File: src/rtl/i2c_evt_pkg.sv
package i2c_evt_pkg;

    localparam int REG_W   = 16;
    localparam int N_SRC   = 5;
    localparam int CODE_W  = $clog2(N_SRC + 1);

    // status bit positions decoded by software
    localparam int B_AL    = 0;
    localparam int B_NACK  = 1;
    localparam int B_ARDY  = 2;
    localparam int B_RRDY  = 3;
    localparam int B_XRDY  = 4;
    localparam int B_XUDF  = 10;
    localparam int B_ROVR  = 11;
    localparam int B_BUSY  = 12;

    // bits that latch events and clear on write-one
    localparam logic [REG_W-1:0] STICKY_MASK =
        REG_W'((1 << B_AL) | (1 << B_NACK) | (1 << B_ARDY) | (1 << B_RRDY) |
               (1 << B_XRDY) | (1 << B_XUDF) | (1 << B_ROVR));

endpackage

File: src/rtl/i2c_evt_status.sv
module i2c_evt_status #(
    parameter int               REG_W       = 16,
    parameter logic [REG_W-1:0] STICKY_MASK = '1
) (
    input  logic             clk,
    input  logic             rst_n,
    input  logic [REG_W-1:0] set_i,
    input  logic [REG_W-1:0] clr_i,
    output logic [REG_W-1:0] stat_o
);

    typedef struct packed {
        logic [REG_W-1:0] stat;
    } st_t;

    st_t st_d, st_q;

    always_comb begin
        st_d = st_q;
        for (int i = 0; i < REG_W; i++) begin
            if (STICKY_MASK[i]) begin
                // a new event overrides a clear landing in the same cycle
                st_d.stat[i] = set_i[i] | (st_q.stat[i] & ~clr_i[i]);
            end else begin
                st_d.stat[i] = 1'b0;
            end
        end
    end

    always_ff @(posedge clk or negedge rst_n) begin
        if (!rst_n) begin
            st_q <= '0;
        end else begin
            st_q <= st_d;
        end
    end

    assign stat_o = st_q.stat;

endmodule

File: src/rtl/i2c_evt_prio.sv
module i2c_evt_prio #(
    parameter int N_SRC  = 5,
    parameter int CODE_W = $clog2(N_SRC + 1)
) (
    input  logic [N_SRC-1:0]  pend_i,
    output logic [CODE_W-1:0] code_o,
    output logic [N_SRC-1:0]  pick_o
);

    // scan from the top so the lowest index is the one that remains
    always_comb begin
        code_o = '0;
        pick_o = '0;
        for (int i = N_SRC - 1; i >= 0; i--) begin
            if (pend_i[i]) begin
                code_o    = CODE_W'(i + 1);
                pick_o    = '0;
                pick_o[i] = 1'b1;
            end
        end
    end

endmodule

File: src/rtl/i2c_evt_regif.sv
module i2c_evt_regif #(
    parameter int               ADDR_W      = 8,
    parameter int               REG_W       = 16,
    parameter int               N_SRC       = 5,
    parameter int               CODE_W      = 3,
    parameter int               OFS_EN      = 4,
    parameter int               OFS_STAT    = 8,
    parameter int               OFS_VEC     = 12,
    parameter int               BUSY_BIT    = 12,
    parameter logic [REG_W-1:0] STICKY_MASK = '1
) (
    input  logic              clk,
    input  logic              rst_n,
    input  logic [ADDR_W-1:0] addr_i,
    input  logic              wr_i,
    input  logic              rd_i,
    input  logic [REG_W-1:0]  wdata_i,
    input  logic [REG_W-1:0]  stat_i,
    input  logic              busy_i,
    input  logic [CODE_W-1:0] vec_i,
    input  logic [N_SRC-1:0]  pick_i,
    output logic [N_SRC-1:0]  en_o,
    output logic [REG_W-1:0]  clr_o,
    output logic [REG_W-1:0]  rdata_o
);

    typedef struct packed {
        logic [N_SRC-1:0] en;
    } rs_t;

    rs_t rs_d, rs_q;

    logic sel_en, sel_stat, sel_vec;

    assign sel_en   = (addr_i == ADDR_W'(OFS_EN));
    assign sel_stat = (addr_i == ADDR_W'(OFS_STAT));
    assign sel_vec  = (addr_i == ADDR_W'(OFS_VEC));

    always_comb begin
        rs_d = rs_q;
        if (wr_i && sel_en) begin
            rs_d.en = wdata_i[N_SRC-1:0];
        end
    end

    always_ff @(posedge clk or negedge rst_n) begin
        if (!rst_n) begin
            rs_q <= '0;
        end else begin
            rs_q <= rs_d;
        end
    end

    // clear requests: write-one at status, or consume on vector read
    always_comb begin
        clr_o = '0;
        if (wr_i && sel_stat) begin
            clr_o = wdata_i & STICKY_MASK;
        end
        if (rd_i && sel_vec) begin
            clr_o = clr_o | REG_W'(pick_i);
        end
    end

    always_comb begin
        rdata_o = '0;
        if (sel_en) begin
            rdata_o = REG_W'(rs_q.en);
        end else if (sel_stat) begin
            rdata_o           = stat_i;
            rdata_o[BUSY_BIT] = busy_i;
        end else if (sel_vec) begin
            rdata_o = REG_W'(vec_i);
        end
    end

    assign en_o = rs_q.en;

endmodule

File: src/rtl/i2c_evt_irq_unit.sv
module i2c_evt_irq_unit
    import i2c_evt_pkg::*;
#(
    parameter int ADDR_W   = 8,
    parameter int OFS_EN   = 4,
    parameter int OFS_STAT = 8,
    parameter int OFS_VEC  = 12
) (
    input  logic              clk,
    input  logic              rst_n,
    input  logic              ev_arb_lost_i,
    input  logic              ev_nack_i,
    input  logic              ev_acc_rdy_i,
    input  logic              ev_rx_rdy_i,
    input  logic              ev_tx_rdy_i,
    input  logic              ev_rx_ovr_i,
    input  logic              ev_tx_udf_i,
    input  logic              bus_busy_i,
    input  logic [ADDR_W-1:0] reg_addr_i,
    input  logic              reg_wr_i,
    input  logic              reg_rd_i,
    input  logic [REG_W-1:0]  reg_wdata_i,
    output logic [REG_W-1:0]  reg_rdata_o,
    output logic              irq_o
);

    logic [REG_W-1:0]  set_vec;
    logic [REG_W-1:0]  clr_vec;
    logic [REG_W-1:0]  stat_q;
    logic [N_SRC-1:0]  en_q;
    logic [N_SRC-1:0]  pend;
    logic [N_SRC-1:0]  pick;
    logic [CODE_W-1:0] vec_code;

    always_comb begin
        set_vec         = '0;
        set_vec[B_AL]   = ev_arb_lost_i;
        set_vec[B_NACK] = ev_nack_i;
        set_vec[B_ARDY] = ev_acc_rdy_i;
        set_vec[B_RRDY] = ev_rx_rdy_i;
        set_vec[B_XRDY] = ev_tx_rdy_i;
        set_vec[B_XUDF] = ev_tx_udf_i;
        set_vec[B_ROVR] = ev_rx_ovr_i;
    end

    i2c_evt_status #(
        .REG_W       (REG_W),
        .STICKY_MASK (STICKY_MASK)
    ) u_status (
        .clk    (clk),
        .rst_n  (rst_n),
        .set_i  (set_vec),
        .clr_i  (clr_vec),
        .stat_o (stat_q)
    );

    assign pend = stat_q[N_SRC-1:0] & en_q;

    i2c_evt_prio #(
        .N_SRC  (N_SRC),
        .CODE_W (CODE_W)
    ) u_prio (
        .pend_i (pend),
        .code_o (vec_code),
        .pick_o (pick)
    );

    i2c_evt_regif #(
        .ADDR_W      (ADDR_W),
        .REG_W       (REG_W),
        .N_SRC       (N_SRC),
        .CODE_W      (CODE_W),
        .OFS_EN      (OFS_EN),
        .OFS_STAT    (OFS_STAT),
        .OFS_VEC     (OFS_VEC),
        .BUSY_BIT    (B_BUSY),
        .STICKY_MASK (STICKY_MASK)
    ) u_regif (
        .clk     (clk),
        .rst_n   (rst_n),
        .addr_i  (reg_addr_i),
        .wr_i    (reg_wr_i),
        .rd_i    (reg_rd_i),
        .wdata_i (reg_wdata_i),
        .stat_i  (stat_q),
        .busy_i  (bus_busy_i),
        .vec_i   (vec_code),
        .pick_i  (pick),
        .en_o    (en_q),
        .clr_o   (clr_vec),
        .rdata_o (reg_rdata_o)
    );

    assign irq_o = |pend;

endmodule

File: config.mk
export PLATFORM = sky130hd
export DESIGN_NAME = i2c_evt_irq_unit
export DESIGN_NICKNAME = d
export VERILOG_FILES = /design/src/rtl/i2c_evt_pkg.sv /design/src/rtl/i2c_evt_status.sv /design/src/rtl/i2c_evt_prio.sv /design/src/rtl/i2c_evt_regif.sv /design/src/rtl/i2c_evt_irq_unit.sv
export SDC_FILE = /design/constraint.sdc
export NUM_CORES = 1
export LEC_CHECK = 0
export BUFFER_PORTS_ARGS = -buffer_cell sky130_fd_sc_hd__buf_4
export CORE_AREA = 4 4 54 44
export DETAILED_ROUTE_END_ITERATION = 8
export DIE_AREA = 0 0 58 48
export HOLD_SLACK_MARGIN = 0.12
export PLACE_DENSITY = 0.9
export SLEW_MARGIN = 20
export SYNTH_ARGS = -nofsm -noshare
export SYNTH_HDL_FRONTEND = slang
export SYNTH_SLANG_ARGS = --single-unit
File: constraint.sdc
create_clock -name clk -period 3.1 [get_ports clk]
set_input_delay 0.155 -clock clk [delete_from_list [all_inputs] [get_ports clk]]
set_output_delay 0.155 -clock clk [all_outputs]
set_load 0.05 [all_outputs]
==> summary.md <==
| Metric | Value |
|---|---|
| Avg Inst Size Synth | 9.30 µm² |
| Final worst slack | 1.04 ns |
| Reg2reg end | u_status.stat_o[4]$_DFF_PN0_ |
| CP max stage cell | a222oi_1 |
| Cells after Synth | 85 |
| Post-Syn Area | 791 µm² |
| GRT Residual Overflow | 0 |
| Worst-Margin Slew | 0.619 ns |
| First-pass GRT wire length | 3480 µm |
| Global placer's final weighted congestion | 0.840 |
| Total power | 0.365 mW |
| Clk_lat worst skew | 0.27 ns |
| Yosys top cell area share | 38.0% |
| Setup TNS | 0 ns |
| Fin area | 1160 µm² |
| # rows | 14 |
| Drt initial violations | 29 |
| DRT antenna net count | 0 |
| Fin nets | 168 |
| Multi-input logic area | 440 µm² |
| Seq/Total Area, Yosys | 38.0% |
| WL final | 2260 µm |
| CTS root buffer | clkbuf_4 |
| Top-count cell post-synth | nand2_1 |
| # clock sinks | 12 |
| Library cells used by synthesis | 28 |
| Vias in the first global route | 816 |
| Routed WL per cell | 14.6 µm |
| Req. time, crit path | 2.94 ns |
| DR vias | 845 |
| IO Pins | 53 |
| CP peak stage delay | 0.63 ns |
| Post-detail-place hpwl | 1680 µm |
| Layout cells sized above 1 | 36.9% |
| CP Capture Type | primary output |
| Initial DRT Pass Iterations | 4 |
| Initial Utilization | 41.8% |
| Leakage | 0.529 nW |
| Slew HR | 58.7% |
| HP Start | reg_wdata_i[4] |
| Clock Tree Buf Depth | 2 |
| Worst Skew | 0.00249 ns |
| Largest net degree at the start of global routing | 13 |
| EDFF count, synth | 0 |
| Vias per cell | 5.49 |
| Worst EP arrival | 1.91 ns |
| # Post-CTS Setup Buffers | 0 |
| Kind of start point of the critical path | flop |
| Worst Hold End | u_regif.en_o[4]$_DFFE_PN0P_ |
| Register area | 300 µm² |
| CTS resizes | 0 |
| Peak Freq | 0.485 GHz |
| DRC | 0 |
| CTS Hold Bufs | 8 |
| Maxcap violations | 0 |
| Setup violations, final | 0 |
| Worst Hold Class | in2reg |
| DIE AREA | 2780 µm² |
| Seq cells post-synth | 12 |
| Core Area | 1890 µm² |
| Ys Warns | 0 |
| WS Path Type | reg2out |
| Initial antenna violation count | 0 |
| Antenna diodes | 0 |
| Placed inst area | 1040 µm² |
| PwrDens | 314 nW/µm² |
| Fillers | 154 |
| Non-filler instance count after layout | 154 |
| Hold Vio Cnt, Final | 0 |
| Synth-to-Final Area Change | 46.7% |
| Clk pin slew, worst setup/hold paths | 0.07 ns |
| Worst hold path depth | 2 |
| Leading cell types by count after synthesis | 14 x nand2_1, 12 x dfrtp_1, 9 x buf_4 |
| VDD IR-drop max | 0.226 mV |
| Worst R2R Setup Slack | 1.50 ns |
| Reg2Reg Launch Point | u_regif.en_o[2]$_DFFE_PN0P_ |
| Dominant cell type by area after synthesis | dfrtp_1 |
| TritonCTS clock tree | built |
| Top FF cell, synth | dfrtp_1 |
| Pre-CTS worst setup slack | 1.39 ns |
| H-tree Lvls | 1 |
| Status | completed |
| Die Span X | 58 µm |
| Synth top area cells | dfrtp_1 38%, buf_4 8.5%, mux2_2 7.1% |
| Die Ht | 48 µm |
| Dpl cells | 141 |
| RSZ-0062 raised after global routing | false |
| Total GRT Usage | 17.0% |
| Pins over their slew limit | 0 |
| R2R depth | 3 |
| Final period util | 66.5% |
| Min Tclk post-route | 2.06 ns |
| I/O Buffers | 35 |
| Cts bufs inserted | 3 |
| Worst path cell trace | a222oi_1 -> nand4_1 -> a21oi_1 -> buf_4 |
| Largest fanout on the critical path | 6 |
| Ys async rst share | 100% |
==> metrics by stage <==
| stage | utilization (%) | hold WS, ns |
|---|---|---|
| after CTS | 60.3 | 0.124 |
| after global placement | 54.8 | -0.00185 |
| final | 61.3 | 0.128 |
| after detailed placement | 54.8 | 0.000831 |
| after floorplan | - | -0.141 |
| after global routing | 61.3 | 0.127 |
==> logic make-up (layout without fill, tap and decap cells) <==
kind of cell,Yosys count,in the layout,synth area share (%)
mux,5,5,7.12
flops,12,12,38.0
other cells,1,8,0.474
buf+inv,11,49,9.65
compound gates,18,18,18.2
simple gates,38,38,26.6
==> placed cells by master, fill, tap and decap left out <==
cell | synthesis | layout
and2b_1 | 1 | 1
a31o_1 | 4 | 4
nor2_2 | 1 | 1
and3_2 | 2 | 2
and4_1 | 1 | 1
a22oi_1 | 3 | 3
dlygate4sd3_1 | 0 | 10
o22ai_1 | 1 | 1
nand4_1 | 5 | 5
clkbuf_4 | 0 | 3
and3_1 | 1 | 1
a41o_1 | 1 | 1
conb_1 | 1 | 8
nor2b_1 | 1 | 1
inv_1 | 1 | 1
a21o_1 | 3 | 3
nor2_1 | 4 | 4
a31o_2 | 1 | 1
mux2_2 | 5 | 5
a32o_1 | 1 | 1
dfrtp_1 | 12 | 12
a32oi_1 | 1 | 1
a222oi_1 | 1 | 1
nand3_1 | 3 | 3
buf_4 | 9 | 35
and2_1 | 4 | 4
nand2_1 | 14 | 14
nor4_4 | 1 | 1
a21oi_1 | 2 | 2
==> flip-flops by register name (all words and copies together) (netlist names) <==
name	flops
u_regif.en_o	5
u_status.stat_o	7
==> layout make-up <==
cell class                      instances  area share [%]
Tap cell                               24            2.59
Inverter                                1           0.324
Clock buffer                            3            1.94
Timing Repair Buffer                   45            31.3
Multi-Input combinational cell         69            38.0
Sequential cell                        12            25.9
==> worst max-delay path by stage <==
stage / cells past startpoint / to / slack, ns / from
finish: 4 / reg_rdata_o[2] / 1.04 / u_regif.en_o[2]$_DFFE_PN0P_
global route: 4 / reg_rdata_o[2] / 0.96 / u_regif.en_o[2]$_DFFE_PN0P_
CTS: 4 / reg_rdata_o[2] / 1.07 / u_regif.en_o[2]$_DFFE_PN0P_
detailed placement: 4 / reg_rdata_o[2] / 1.39 / u_regif.en_o[2]$_DFFE_PN0P_
global placement: 4 / reg_rdata_o[2] / 1.43 / u_regif.en_o[2]$_DFFE_PN0P_
floorplan: 3 / reg_rdata_o[2] / 1.14 / u_regif.en_o[2]$_DFFE_PN0P_
==> where the power goes <==
group          switching [mW]  total (mW)  internal, mW  leakage (nW)
clock                  0.0506      0.0955        0.0449        0.0138
sequential            0.00444       0.164         0.160         0.130
combinational          0.0603       0.105        0.0449         0.385
total                   0.115       0.365         0.249         0.529
==> critical path: cells and delay by family, from the launching register on <==
family	cells	cell delay (ns)
flip-flops	1	0.44
AO/OA/AOI/OAI	2	0.81
AND/OR/NAND/NOR	1	0.17
buffers and inverters	1	0.22
==> routing by layer <==
metal | up-vias | global-route usage [%] | routed length [µm]
met5 | - | 0 | 0
met4 | 0 | 9.26 | 42
met3 | 6 | 2.16 | 181
met2 | 53 | 32.7 | 1230
met1 | 398 | 18.8 | 801
li1 | 388 | - | -
No activity file was read; power rests on OpenSTA's default activity.
